File: src/rtl/evs_pkg.sv
package evs_pkg;
    localparam logic MODE_OFF_TIME = 1'b0;  // rising gate edge samples
    localparam logic MODE_ON_TIME  = 1'b1;  // falling gate edge samples

    localparam int DEF_CNT_W = 16;
    localparam int DEF_ADC_W = 10;
    localparam int DEF_DAC_W = 10;
    localparam int DEF_G_W   = 8;
    localparam int DEF_FRAC  = 4;
endpackage

File: src/rtl/evs_strobe_gen.sv
module evs_strobe_gen
    import evs_pkg::*;
#(
    parameter int CNT_W = DEF_CNT_W
) (
    input  logic             clk_i,
    input  logic             rst_ni,
    input  logic             mode_i,
    input  logic             gate_i,
    input  logic [CNT_W-1:0] limit_i,
    output logic             strobe_o
);
    typedef struct packed {
        logic             gate_prev;
        logic             strobe;
        logic [CNT_W-1:0] cnt;
    } stb_state_t;

    stb_state_t s_d, s_q;
    logic       edge_hit;
    logic       time_hit;
    logic [CNT_W:0] cnt_next;

    always_comb begin
        s_d      = s_q;
        cnt_next = {1'b0, s_q.cnt} + {{CNT_W{1'b0}}, 1'b1};
        if (mode_i == MODE_ON_TIME) begin
            edge_hit = s_q.gate_prev & ~gate_i;
        end else begin
            edge_hit = ~s_q.gate_prev & gate_i;
        end
        time_hit    = (cnt_next >= {1'b0, limit_i});
        s_d.gate_prev = gate_i;
        s_d.strobe    = edge_hit | time_hit;
        s_d.cnt       = s_d.strobe ? '0 : cnt_next[CNT_W-1:0];
    end

    always_ff @(posedge clk_i) begin
        if (!rst_ni) begin
            s_q <= '0;
        end else begin
            s_q <= s_d;
        end
    end

    assign strobe_o = s_q.strobe;

    // selected rising edge in off-time mode yields a strobe next cycle
    assert_rise_strobe_R1: assert property (@(posedge clk_i) disable iff (!rst_ni)
        (mode_i == MODE_OFF_TIME && $rose(gate_i)) |=> strobe_o);

    // selected falling edge in on-time mode yields a strobe next cycle
    assert_fall_strobe_R2: assert property (@(posedge clk_i) disable iff (!rst_ni)
        (mode_i == MODE_ON_TIME && $fell(gate_i)) |=> strobe_o);

    // a strobe always restarts the interval count
    assert_restart_R4: assert property (@(posedge clk_i) disable iff (!rst_ni)
        strobe_o |-> (s_q.cnt == '0));
endmodule

File: src/rtl/evs_pi_core.sv
module evs_pi_core
    import evs_pkg::*;
#(
    parameter int ADC_W = DEF_ADC_W,
    parameter int DAC_W = DEF_DAC_W,
    parameter int G_W   = DEF_G_W,
    parameter int FRAC  = DEF_FRAC
) (
    input  logic             clk_i,
    input  logic             rst_ni,
    input  logic             ready_i,
    input  logic [ADC_W-1:0] sample_i,
    input  logic [ADC_W-1:0] ref_i,
    input  logic [G_W-1:0]   kp_i,
    input  logic [G_W-1:0]   ki_i,
    output logic [DAC_W-1:0] code_o,
    output logic             valid_o
);
    localparam int ERR_W   = ADC_W + 1;
    localparam int PROD_W  = ERR_W + G_W + 1;
    localparam int INT_W   = DAC_W + FRAC + 1;
    localparam int SUM_W   = ((PROD_W > INT_W) ? PROD_W : INT_W) + 2;
    localparam int OUT_MAX = (2 ** DAC_W) - 1;
    localparam int INT_MAX = OUT_MAX * (2 ** FRAC);

    typedef struct packed {
        logic                     a_vld;
        logic signed [ERR_W-1:0]  err;
        logic signed [PROD_W-1:0] p_term;
        logic signed [PROD_W-1:0] i_term;
        logic signed [INT_W-1:0]  integ;
        logic                     sat_hi;
        logic                     sat_lo;
        logic [DAC_W-1:0]         code;
        logic                     vld;
    } pi_state_t;

    pi_state_t s_d, s_q;

    logic signed [ERR_W-1:0]  err_c;
    logic signed [G_W:0]      kp_s;
    logic signed [G_W:0]      ki_s;
    logic                     hold_c;
    logic signed [SUM_W-1:0]  inc_c;
    logic signed [SUM_W-1:0]  integ_sum;
    logic signed [SUM_W-1:0]  integ_clip;
    logic signed [SUM_W-1:0]  u_c;
    logic signed [SUM_W-1:0]  u_sh;

    always_comb begin
        s_d = s_q;

        // stage A: error and gain products
        err_c = $signed({1'b0, ref_i}) - $signed({1'b0, sample_i});
        kp_s  = $signed({1'b0, kp_i});
        ki_s  = $signed({1'b0, ki_i});
        s_d.a_vld = ready_i;
        if (ready_i) begin
            s_d.err    = err_c;
            s_d.p_term = PROD_W'(err_c) * PROD_W'(kp_s);
            s_d.i_term = PROD_W'(err_c) * PROD_W'(ki_s);
        end

        // stage B: integrate, sum, clamp
        hold_c = (s_q.sat_hi && (s_q.err > 0)) || (s_q.sat_lo && (s_q.err < 0));
        inc_c  = '0;
        if (!hold_c) begin
            inc_c = SUM_W'(s_q.i_term);
        end
        integ_sum = SUM_W'(s_q.integ) + inc_c;
        if (integ_sum < 0) begin
            integ_clip = '0;
        end else if (integ_sum > SUM_W'(INT_MAX)) begin
            integ_clip = SUM_W'(INT_MAX);
        end else begin
            integ_clip = integ_sum;
        end
        u_c  = integ_clip + SUM_W'(s_q.p_term);
        u_sh = u_c >>> FRAC;

        s_d.vld = s_q.a_vld;
        if (s_q.a_vld) begin
            s_d.integ = INT_W'(integ_clip);
            if (u_sh > SUM_W'(OUT_MAX)) begin
                s_d.code   = DAC_W'(OUT_MAX);
                s_d.sat_hi = 1'b1;
                s_d.sat_lo = 1'b0;
            end else if (u_sh < 0) begin
                s_d.code   = '0;
                s_d.sat_hi = 1'b0;
                s_d.sat_lo = 1'b1;
            end else begin
                s_d.code   = u_sh[DAC_W-1:0];
                s_d.sat_hi = 1'b0;
                s_d.sat_lo = 1'b0;
            end
        end
    end

    always_ff @(posedge clk_i) begin
        if (!rst_ni) begin
            s_q <= '0;
        end else begin
            s_q <= s_d;
        end
    end

    assign code_o  = s_q.code;
    assign valid_o = s_q.vld;

    // without a new result the code holds
    assert_code_hold_R5: assert property (@(posedge clk_i) disable iff (!rst_ni)
        !valid_o |-> $stable(code_o));

    // a ready pulse produces a valid pulse two cycles later
    assert_latency_R6: assert property (@(posedge clk_i) disable iff (!rst_ni)
        ready_i |=> ##1 valid_o);

    // integrator stays inside its range
    assert_integ_range_R7: assert property (@(posedge clk_i) disable iff (!rst_ni)
        (s_q.integ >= 0) && (s_q.integ <= INT_W'(INT_MAX)));

    // integration held while pushing into a rail
    assert_windup_hold_R8: assert property (@(posedge clk_i) disable iff (!rst_ni)
        (s_q.a_vld && s_q.sat_hi && (s_q.err > 0)) |=> $stable(s_q.integ));
endmodule

File: src/rtl/evs_sample_pi.sv
module evs_sample_pi
    import evs_pkg::*;
#(
    parameter int CNT_W = DEF_CNT_W,
    parameter int ADC_W = DEF_ADC_W,
    parameter int DAC_W = DEF_DAC_W,
    parameter int G_W   = DEF_G_W,
    parameter int FRAC  = DEF_FRAC
) (
    input  logic             clk_i,
    input  logic             rst_ni,
    input  logic             on_time_mode_i,
    input  logic             gate_hi_i,
    input  logic [CNT_W-1:0] timeout_i,
    output logic             sample_stb_o,
    input  logic             adc_ready_i,
    input  logic [ADC_W-1:0] adc_data_i,
    input  logic [ADC_W-1:0] vref_i,
    input  logic [G_W-1:0]   kp_i,
    input  logic [G_W-1:0]   ki_i,
    output logic [DAC_W-1:0] dac_code_o,
    output logic             dac_valid_o
);
    evs_strobe_gen #(
        .CNT_W (CNT_W)
    ) i_strobe (
        .clk_i    (clk_i),
        .rst_ni   (rst_ni),
        .mode_i   (on_time_mode_i),
        .gate_i   (gate_hi_i),
        .limit_i  (timeout_i),
        .strobe_o (sample_stb_o)
    );

    evs_pi_core #(
        .ADC_W (ADC_W),
        .DAC_W (DAC_W),
        .G_W   (G_W),
        .FRAC  (FRAC)
    ) i_pi (
        .clk_i    (clk_i),
        .rst_ni   (rst_ni),
        .ready_i  (adc_ready_i),
        .sample_i (adc_data_i),
        .ref_i    (vref_i),
        .kp_i     (kp_i),
        .ki_i     (ki_i),
        .code_o   (dac_code_o),
        .valid_o  (dac_valid_o)
    );

    // outputs quiet in the first cycle after reset
    assert_reset_quiet_R9: assert property (@(posedge clk_i)
        $rose(rst_ni) |-> (!sample_stb_o && !dac_valid_o && dac_code_o == '0));
endmodule

File: config.mk
export PLATFORM = sky130hd
export DESIGN_NAME = evs_sample_pi
export DESIGN_NICKNAME = d
export VERILOG_FILES = /design/src/rtl/evs_pkg.sv /design/src/rtl/evs_strobe_gen.sv /design/src/rtl/evs_pi_core.sv /design/src/rtl/evs_sample_pi.sv
export SDC_FILE = /design/constraint.sdc
export NUM_CORES = 1
export LEC_CHECK = 0
export BUFFER_PORTS_ARGS = -buffer_cell sky130_fd_sc_hd__buf_2
export CORE_ASPECT_RATIO = 0.6
export CORE_MARGIN = 2
export CORE_UTILIZATION = 40
export CTS_CLUSTER_DIAMETER = 200
export CTS_CLUSTER_SIZE = 8
export DETAILED_ROUTE_END_ITERATION = 16
export HOLD_SLACK_MARGIN = 0.06
export SYNTH_ARGS = -nofsm -noshare
export SYNTH_HDL_FRONTEND = slang
export SYNTH_HIERARCHICAL = 1
export SYNTH_SLANG_ARGS = --single-unit
File: constraint.sdc
create_clock -name clk_i -period 7.65 [get_ports clk_i]
set_clock_uncertainty 0.15 [all_clocks]
set_input_delay 1.1475 -clock clk_i [delete_from_list [all_inputs] [get_ports clk_i]]
set_output_delay 1.1475 -clock clk_i [all_outputs]
set_load 0.1 [all_outputs]
======== Word-level counts from Yosys, hierarchy flattened ========
Cells that the tools add are included.
W data, S select, Z words.
storage, ports and cells
  bits in registers ....................... 98
  output and inout port bits .............. 12
  logic and storage cells ................. 41
cells by class
  add/subtract/negate cells ............... 4
  multipliers ............................. 2
  $lt $le $gt $ge ......................... 7
  multiplexer cells ....................... 6
  bitwise logic cells ..................... 6
  reductions and logical operators ........ 4
operators by type and width
  cell                     number
  $mux W22                 3
  $mul A11 B9 Y20          2
  $add A15 B22 Y22         1
  $add A22 B20 Y22         1
  $gt A22 B15 Y1 const B   1
  $lt A22 B1 Y1 const B    1
  $gt A18 B11 Y1 const B   1
  $lt A18 B1 Y1 const B    1
  $add A16 B1 Y17 const B  1
  $ge A17 B16 Y1           1
  $mux W12                 1
  $gt A11 B1 Y1 const B    1
  $lt A11 B1 Y1 const B    1
  $mux W11                 1
  $sub A10 B10 Y11         1
  $not A1 Y1               3
  $and A1 B1 Y1            2
  $logic_and A1 B1 Y1      2
  $reduce_or A2 Y1         1
  $logic_or A1 B1 Y1       1
  $mux W1                  1
  $or A1 B1 Y1             1

======== Logic depth before layout (Yosys ltp) ========
Gate-level depths: netlist of run 1.
  word-level depth ........................ 12
  gate-level depth with buffers ........... 33
  mapped depth without buffers ............ 31

======== By module ========
The synthesis of run 1 kept the hierarchy.
by module, submodules not included
  module          times used  cells each  area each (µm²)
  evs_pi_core     1           1483        12579.6
  evs_strobe_gen  1           141         1332.5

======== Least setup slack after synthesis of run 1 ========
No wires, ideal clock.
  path type ............................... input -> register
  start ................................... in vref_i[0]
  end ..................................... reg i_pi/s_q[65] in the netlist's numbering
  data arrival time ....................... 7.200 ns
  data required time ...................... 7.385 ns
  setup slack ............................. 0.185 ns
  stages on the path ...................... 29
  path buffers ............................ 1
  path through ............................ inv_1 ha_1 inv_1 fa_1 nand2_1 nand2_1 a21oi_1 o21ai_0 a21oi_1 o21bai_1 a21oi_1 o21bai_1 a21oi_1 clkbuf_1 nand2_1 fa_1 inv_1 fa_1 inv_1 fa_1 inv_1 fa_1 ha_1 or2_2 o31a_1 a41oi_1 xnor2_1 mux2_2 and2_1
on the way
  cells in the longest elaborated chain, start to end .. 2
ends and longest elaborated chain
  item                  RTL line             RTL
  start, declared       evs_sample_pi.sv:18  input logic [ADC_W-1:0] vref_i,
  $sub A10 B10 Y11      evs_pi_core.sv:54    err_c = $signed({1'b0, ref_i}) - $signed({1'b0, sample_i});
  $mul A11 B9 Y20       evs_pi_core.sv:60    s_d.p_term = PROD_W'(err_c) * PROD_W'(kp_s);
  end signal, assigned  evs_pi_core.sv:102   s_q <= '0;
  end signal, assigned  evs_pi_core.sv:104   s_q <= s_d;
  end, declared         evs_pi_core.sv:38    pi_state_t s_d, s_q;
No other way between the ends.
A chain may end at the register's enable or synchronous reset.

======== Final worst setup path of run 1 ========
  start ................................... reg i_pi/s_q[70] in the netlist's numbering
  end ..................................... reg i_pi.s_q (netlist bit i_pi/code_o[8])
on the way
  cells in the longest elaborated chain, start to end .. 12
  elaborated cells between the ends (all ways) .. 16
  those cells by class .................... add/sub (2); order compare (6); mux (5); reduce/logical (3)
ends and longest elaborated chain
  item                                                   RTL line           RTL
  $gt A11 B1 Y1 / $lt A11 B1 Y1 (equally long branches)  evs_pi_core.sv:65  hold_c = (s_q.sat_hi && (s_q.err > 0)) || (s_q.sat_lo && (s_q.err < 0));
  $logic_and A1 B1 Y1                                    evs_pi_core.sv:65
  $logic_or A1 B1 Y1 (*)                                 evs_pi_core.sv:65
  $mux W22 (*)                                           evs_pi_core.sv:67  if (!hold_c) begin
  $add A15 B22 Y22 (*)                                   evs_pi_core.sv:70  integ_sum = SUM_W'(s_q.integ) + inc_c;
  $gt A22 B15 Y1                                         evs_pi_core.sv:73  end else if (integ_sum > SUM_W'(INT_MAX)) begin
  $mux W22                                               evs_pi_core.sv:73
  $mux W22 (*)                                           evs_pi_core.sv:71  if (integ_sum < 0) begin
  via i_pi.integ_clip[13]                                evs_pi_core.sv:46  logic signed [SUM_W-1:0] integ_clip;
  $add A22 B20 Y22 (*)                                   evs_pi_core.sv:78  u_c = integ_clip + SUM_W'(s_q.p_term);
  $lt A18 B1 Y1                                          evs_pi_core.sv:88  end else if (u_sh < 0) begin
  $mux W11                                               evs_pi_core.sv:88
  $mux W12 (*)                                           evs_pi_core.sv:84  if (u_sh > SUM_W'(OUT_MAX)) begin
Mark *: on every way through the listed nets, which the timed path passes. The rest lies on a longest branch.

==> metrics.md, run 1 <==
| Metric | Value |
|---|---|
| Reg-to-reg setup timing slack | `230 ps` |
| Iteration-0 DRC Markers | `802` |
| Synthesis Warnings | `6` |
| Final number of hold-violating endpoints | `0` |
| First-pass GRT wire length | `57.8 mm` |
| Antenna violations before repair | `1` |
| Portion of netlist area occupied by mux cells | `2.90%` |
| Die outline width | `245 um` |
| Count of final setup violators | `0` |
| Most common cell after layout, fill and taps aside | `sky130_fd_sc_hd__inv_1` |
| I/O pin count | `69` |
| Fraction of final layout cells sized beyond drive strength 1 | `16.1%` |
| Remaining routing DRC violations | `0` |
| Most frequent cells in the layout | `264 x sky130_fd_sc_hd__inv_1, 144 x sky130_fd_sc_hd__fa_1, 141 x sky130_fd_sc_hd__ha_1` |
| Fraction of the yosys area taken by sequential cells | `14.1%` |
| Slew margin rel. | `28.3%` |
| Clock Latency Late Sink | `380 ps` |
| Timing-limited maximum frequency | `135 MHz` |
| Clock buffers created by TritonCTS | `9` |
| Starting density of the core | `41.0%` |
| Class of the tightest hold or removal check | `register to register` |
| Multi-input gate area in the final layout | `10,900 um2` |
| Post-CTS Hold Fix Bufs | `0` |
| Share of the synthesized area in compound gates (AO/OA/AOI/OAI) | `14.8%` |
| Final net count | `2,095` |
| Worst path most repeated cell | `sky130_fd_sc_hd__buf_4` |
| Simple-gate share of the synthesized area | `19.5%` |
| Routed wire length | `35.1 mm` |
| Largest net degree at the start of global routing | `66` |
| Fraction of registers with async set/reset | `0%` |
| Vias | `11,300` |
| Total power | `7.54 mW` |
| Maximum fanout along the worst path | `11` |
| WP data required | `7760 ps` |
| Number of synthesized flops with an enable pin | `0` |
| Synthesized area per cell | `8.57 um2` |
| Clock tree root driver cell | `sky130_fd_sc_hd__clkbuf_16` |
| Final worst slack | `230 ps` |
| Worst hold margin | `322 ps` |
| Die Y-Extent | `148 um` |
| Vias per cell | `5.13` |
| Synth Flop Type | `sky130_fd_sc_hd__dfxtp_1` |
| CP max stage cell | `sky130_fd_sc_hd__or4_1` |
| Cell area after layout | `16,000 um2` |
| Total power divided by cell area | `471 nW/um2` |
| Combinational family with the most area after synthesis | `adder cells` |
| WL per Instance | `15.9 um` |
| Sequential cell area | `1960 um2` |
| Transition time at the pin with the least slew margin | `1070 ps` |
| Total leakage power | `7.94 nW` |
| Post-Synthesis Cell Area | `13,900 um2` |
| Grt ovf | `0` |
| Port Buffer Count | `68` |
| Weighted congestion at the end of routability-driven global placement | `0.904` |
| Vias in the first global route | `11,200` |
| Final standard cell count with taps included and fillers excluded | `2,210` |
| Number of placed instances with taps included | `2,183` |
| Total Die Area | `36,300 um2` |
| Half-perimeter wire length after placement | `28.8 mm` |
| Adder-cell area share of the yosys netlist | `34.2%` |
| Crit Path Class | `register to register` |
| Util after Layout | `47.1%` |
| Element type at the critical path start | `register` |
| VDD IR max | `409 uV` |
| Floorplan row count | `52` |
| Final period utilization | `97.0%` |
| Run status | `finished clean` |
| Total global routing track utilization | `19.8%` |
| Core region area | `34,000 um2` |
| Number of levels the H-tree was split into | `3` |
| Number of buffers on the longest clock path | `2` |
| Number of nets with antenna violations after detailed routing | `0` |
| Layout overhead on the synthesized area | `14.9%` |
| Post-synthesis share of cell area spent on xor and xnor gates | `4.77%` |
| DP Area | `15,300 um2` |
| 1st-pass router iterations | `5` |
| Setup tns final | `0 ps` |
| Worst setup slack after placement | `-113 ps` |
| CTS tree | `built` |
| Number of clock sinks seen by CTS | `98` |
| Minimum period implied by the final worst setup slack | `7420 ps` |
| Slowest cell delay on critical path | `540 ps` |
| Clock transition at the registers of the reported paths | `70 ps` |
| Number of synthesized register bits | `98` |
| Reported max-cap violation count | `0` |
| Type of element capturing the critical path | `register` |
| Critical path data arrival time | `7530 ps` |
| Cell count after synthesis | `1,624` |
| Number of unique standard cell types used by synthesis | `81` |
| Count of filler cells inserted in the layout | `3,285` |
| Max-slew violation count | `0` |
Yosys cell counts, drive strengths merged, types with 7 or more instances:
cell | n | area share, %
nor2 | 53 | 1.4
nand2 | 134 | 3.6
nor3 | 25 | 1.0
a221o | 10 | 0.72
a31oi | 7 | 0.31
nor2b | 69 | 3.1
o21a | 18 | 0.97
a211oi | 11 | 0.79
nand4 | 13 | 0.58
nor3b | 21 | 1.5
o211ai | 11 | 0.59
o21ai | 41 | 1.5
xor2 | 21 | 1.4
nand3 | 22 | 0.90
a21o | 35 | 1.9
and2 | 114 | 5.1
a21oi | 62 | 2.3
a22o | 8 | 0.50
ha | 147 | 13
inv | 266 | 7.2
o21bai | 12 | 0.65
dfxtp | 98 | 14
fa | 146 | 21
mux2i | 37 | 2.7
and3 | 13 | 0.59
xnor2 | 53 | 3.3
clkbuf | 49 | 1.3
a21boi | 17 | 0.92
buf | 24 | 1.1
worst paths after layout:
check / start / to / cells after the start
setup / recovery: i_pi/s_q[70] / i_pi/code_o[8] / 31
hold / removal: i_pi/s_q[15] / i_pi/s_q[15] / 2
setup reg to reg: i_pi/s_q[70] / i_pi/code_o[8] / 31
hold reg to reg: i_pi/s_q[15] / i_pi/s_q[15] / 2
cell type report:
| class | count | share of cell area [%] |
|---|---|---|
| Clock inverter | 6 | 0.407 |
| Timing Repair Buffer | 177 | 7.68 |
| Multi-Input combinational cell | 1193 | 68.4 |
| Sequential cell | 98 | 12.3 |
| Inverter | 266 | 6.24 |
| Clock buffer | 10 | 1.43 |
| Antenna cell | 1 | 0.0157 |
| Tap cell | 459 | 3.59 |
worst max-delay path, delay by kind of cell, from the launching register on:
family	cells	cell delay [ps]
AND/OR/NAND/NOR	7	1780
adder cells (fa/ha/maj)	3	740
flip-flops	1	330
buffers and inverters	5	680
multiplexers	1	240
AO/OA/AOI/OAI	14	3200
XOR/XNOR	1	150
power by group:
group / internal [mW] / switching (mW) / total (mW)
combinational: 2.86 / 3.49 / 6.35
sequential: 0.633 / 0.0735 / 0.706
clock: 0.254 / 0.223 / 0.477
kinds of logic (layout without fill, tap and decap cells):
| family | Yosys count | in the layout |
|---|---|---|
| adder cells (fa/ha/maj) | 293 | 293 |
| buffers and inverters | 339 | 459 |
| flip-flops | 98 | 98 |
| multiplexers | 40 | 40 |
| AO/OA/AOI/OAI | 284 | 284 |
| other | 1 | 8 |
| AND/OR/NAND/NOR | 495 | 495 |
| XOR/XNOR | 74 | 74 |
repair_timing:
item,CTS,global route
buffers inserted,0,10
pin swaps,0,22
gates resized for setup,2,85
setup endpoints to repair,11,22
per-layer routing:
| metal | share of wire [%] | GRT usage [%] | up-vias |
|---|---|---|---|
| li1 | - | - | 5575 |
| met1 | 54 | 31.5 | 5520 |
| met2 | 40 | 28.2 | 236 |
| met3 | 4.9 | 3.27 | 12 |
| met4 | 0.39 | 3.05 | 0 |
| met5 | 0 | 0 | - |
flip-flops by register name, summed over array words and instances (netlist names):
signal and count:
i_pi/s_q 68, i_strobe/s_q 17, i_pi/valid_o 1, i_strobe/strobe_o 1, i_pi/code_o 10, i_pi/s_d 1
Power figures use the tool's default switching activity.
==> run 2, diff against run 1 <==
- CORE_ASPECT_RATIO: 0.6 -> default
- SETUP_SLACK_MARGIN: default -> 0.02
==> run 2 against run 1 <==
Compared with the run above: largest cell class unchanged; register-to-register slack better by 120 ps; routed wire length down 5.8%; clock power down 6.7%; design area down 0.68%; first-iteration DRC count down 22%; cell count down 0.41%; non-clock buffer count down 4; worst setup slack better by 120 ps; critical endpoint is now i_pi/code_o[7]; sequential cell count unchanged; clock-buffer cell count up 2.
==> metrics.md, run 2 (synthesized netlist as in run 1, its figures left out) <==
| Metric | Value |
|---|---|
| Final net count | `2,091 (was 2,095)` |
| Worst hold margin | `324 ps (was 322 ps)` |
| Cell area after layout | `15,900 um2 (was 16,000 um2)` |
| Core region area | `34,400 um2 (was 34,000 um2)` |
| Beginning of the critical path | `i_pi/s_q[70] (unchanged)` |
| Timing-limited maximum frequency | `137 MHz (was 135 MHz)` |
| Critical path data arrival time | `7400 ps (was 7530 ps)` |
| Iteration-0 DRC Markers | `627 (was 802)` |
| Run status | `finished clean (unchanged)` |
| Count of final setup violators | `0 (unchanged)` |
| Clock tree root driver cell | `sky130_fd_sc_hd__clkbuf_16 (unchanged)` |
| Clock buffers created by TritonCTS | `9 (unchanged)` |
| Number of clock sinks seen by CTS | `98 (unchanged)` |
| Clock transition at the registers of the reported paths | `70 ps (about the same)` |
| Final worst slack | `350 ps (was 230 ps)` |
| Setup repair after global routing missed its margin | `yes` |
| DP Area | `15,300 um2 (about the same)` |
| Worst setup slack after placement | `-92.5 ps (was -113 ps)` |
| First-pass GRT wire length | `55.3 mm (was 57.8 mm)` |
| Grt ovf | `0 (unchanged)` |
| Type of element capturing the critical path | `register (unchanged)` |
| Routed wire length | `33.1 mm (was 35.1 mm)` |
| Vias in the first global route | `11,200 (about the same)` |
| Starting density of the core | `40.5% (was 41.0%)` |
| WL per Instance | `15.0 um (was 15.9 um)` |
| I/O pin count | `69 (unchanged)` |
| VDD IR max | `400 uV (was 409 uV)` |
| 1st-pass router iterations | `5 (unchanged)` |
| Vias | `11,200 (was 11,300)` |
| Total Die Area | `36,300 um2 (about the same)` |
| Total leakage power | `7.94 nW (about the same)` |
| Element type at the critical path start | `register (unchanged)` |
| Number of nets with antenna violations after detailed routing | `0 (unchanged)` |
| Util after Layout | `46.2% (was 47.1%)` |
| Crit Path Class | `register to register (unchanged)` |
| Largest net degree at the start of global routing | `66 (unchanged)` |
| Final number of hold-violating endpoints | `0 (unchanged)` |
| Total power divided by cell area | `464 nW/um2 (was 471 nW/um2)` |
| Remaining routing DRC violations | `0 (unchanged)` |
| Clock Latency Late Sink | `360 ps (was 380 ps)` |
| Final period utilization | `95.4% (was 97.0%)` |
| Vias per cell | `5.07 (was 5.13)` |
| Reported max-cap violation count | `0 (unchanged)` |
| Count of filler cells inserted in the layout | `3,412 (was 3,285)` |
| # diodes | `0 (was 1)` |
| Class of the tightest hold or removal check | `register to register (unchanged)` |
| CTS tree | `built (unchanged)` |
| Detailed route wirelength on metal2 | `15.5 mm (was 14.2 mm)` |
| Layout overhead on the synthesized area | `14.1% (was 14.9%)` |
| Most frequent cells in the layout | `265 x sky130_fd_sc_hd__inv_1, 146 x sky130_fd_sc_hd__fa_1, 144 x sky130_fd_sc_hd__ha_1 (was 264 x sky130_fd_sc_hd__inv_1, 144 x sky130_fd_sc_hd__fa_1, 141 x sky130_fd_sc_hd__ha_1)` |
| Number of buffers on the longest clock path | `2 (unchanged)` |
| Most flop-heavy register | `i_pi/s_q (unchanged)` |
| Fraction of final layout cells sized beyond drive strength 1 | `15.2% (was 16.1%)` |
| Minimum period implied by the final worst setup slack | `7300 ps (was 7420 ps)` |
| Maximum fanout along the worst path | `12 (was 11)` |
| Slowest cell delay on critical path | `540 ps (about the same)` |
| Number of levels the H-tree was split into | `3 (unchanged)` |
| Slew margin rel. | `49.5% (was 28.3%)` |
| Port Buffer Count | `68 (unchanged)` |
| Beginning of the worst hold path | `i_pi/s_q[15] (unchanged)` |
| Transition time at the pin with the least slew margin | `756 ps (was 1070 ps)` |
| Total length of routed met3 wires | `854 um (was 1.71 mm)` |
| Floorplan row count | `68 (was 52)` |
| Die Y-Extent | `190 um (was 148 um)` |
| Startpoint of the lowest-slack register-to-register path | `i_pi/s_q[70] (unchanged)` |
| Highest metal used | `met4 (unchanged)` |
| Max-slew violation count | `0 (unchanged)` |
| Most common cell after layout, fill and taps aside | `sky130_fd_sc_hd__inv_1 (unchanged)` |
| Final standard cell count with taps included and fillers excluded | `2,201 (was 2,210)` |
| Die outline width | `190 um (was 245 um)` |
| WP data required | `7750 ps (was 7760 ps)` |
| Antenna violations before repair | `3 (was 1)` |
| Half-perimeter wire length after placement | `26.9 mm (was 28.8 mm)` |
| Largest register FFs | `68 (unchanged)` |
| Total global routing track utilization | `18.7% (was 19.8%)` |
| Weighted congestion at the end of routability-driven global placement | `0.874 (was 0.904)` |
| Number of placed instances with taps included | `2,178 (was 2,183)` |
| CP max stage cell | `sky130_fd_sc_hd__or4_1 (unchanged)` |
| Sum of routed wire segments on met1 | `16.2 mm (was 19.1 mm)` |
run 2: changes by cell type in the layout (fill, tap and decap cells not counted), sizes merged:
cell	change
buf	-4
bufinv	-1
clkbuf	+2
diode	-1
inv	-1
run 2: path summary, 6_finish.rpt:
| path | to | cells after the start | slack (ps) |
|---|---|---|---|
| hold / removal | i_pi/s_q[15] | 2 | 320 |
| hold reg to reg | i_pi/s_q[15] | 2 | 320 |
| setup / recovery | i_pi/code_o[7] | 32 | 350 |
| setup reg to reg | i_pi/code_o[7] | 32 | 350 |
run 2: critical path, delay by kind of cell, from the launching register on:
| family | cells | cell delay [ps] |
|---|---|---|
| simple gates | 4 | 1130 |
| flops | 1 | 320 |
| xor+xnor | 1 | 140 |
| fa+ha+maj | 2 | 620 |
| buf+inv | 6 | 890 |
| compound gates | 19 | 3930 |
run 2: cell type report:
cell class	count	area, um2	area share [%]
multi-input combinational	1193	10900	68.5
clock inverter	4	26.3	0.165
tap	455	569	3.58
timing repair buffer	173	1180	7.45
clock buffer	12	256	1.62
inverter	266	998	6.29
sequential	98	1960	12.4
run 2: per-layer routing:
| layer | track usage, % | vias up |
|---|---|---|
| met5 | 0 | - |
| met4 | 4.56 | 0 |
| met3 | 1.62 | 30 |
| met2 | 31.7 | 182 |
| met1 | 25.8 | 5390 |
| li1 | - | 5553 |
run 2: where the power goes:
group	switching [mW]	internal, mW
logic	3.43	2.80
registers	0.0743	0.633
clock network	0.207	0.238
total	3.71	3.67
run 2: stage by stage:
step           power [mW]  TNS, ps
2_1_floorplan        5.23        0
3_3_place_gp         6.61        0
3_5_place_dp         6.70     -534
4_1_cts              7.21        0
5_1_grt              8.26     -136
6_report             7.38        0
run 2: what timing repair did:
action	4_1_cts	5_1_grt
endpoints found under the hold margin	0	0
resized for setup	3	67
endpoints found under the setup margin	10	21
pin swaps	0	9
hold buffers	0	0
buffers inserted	3	4
gates cloned	0	0
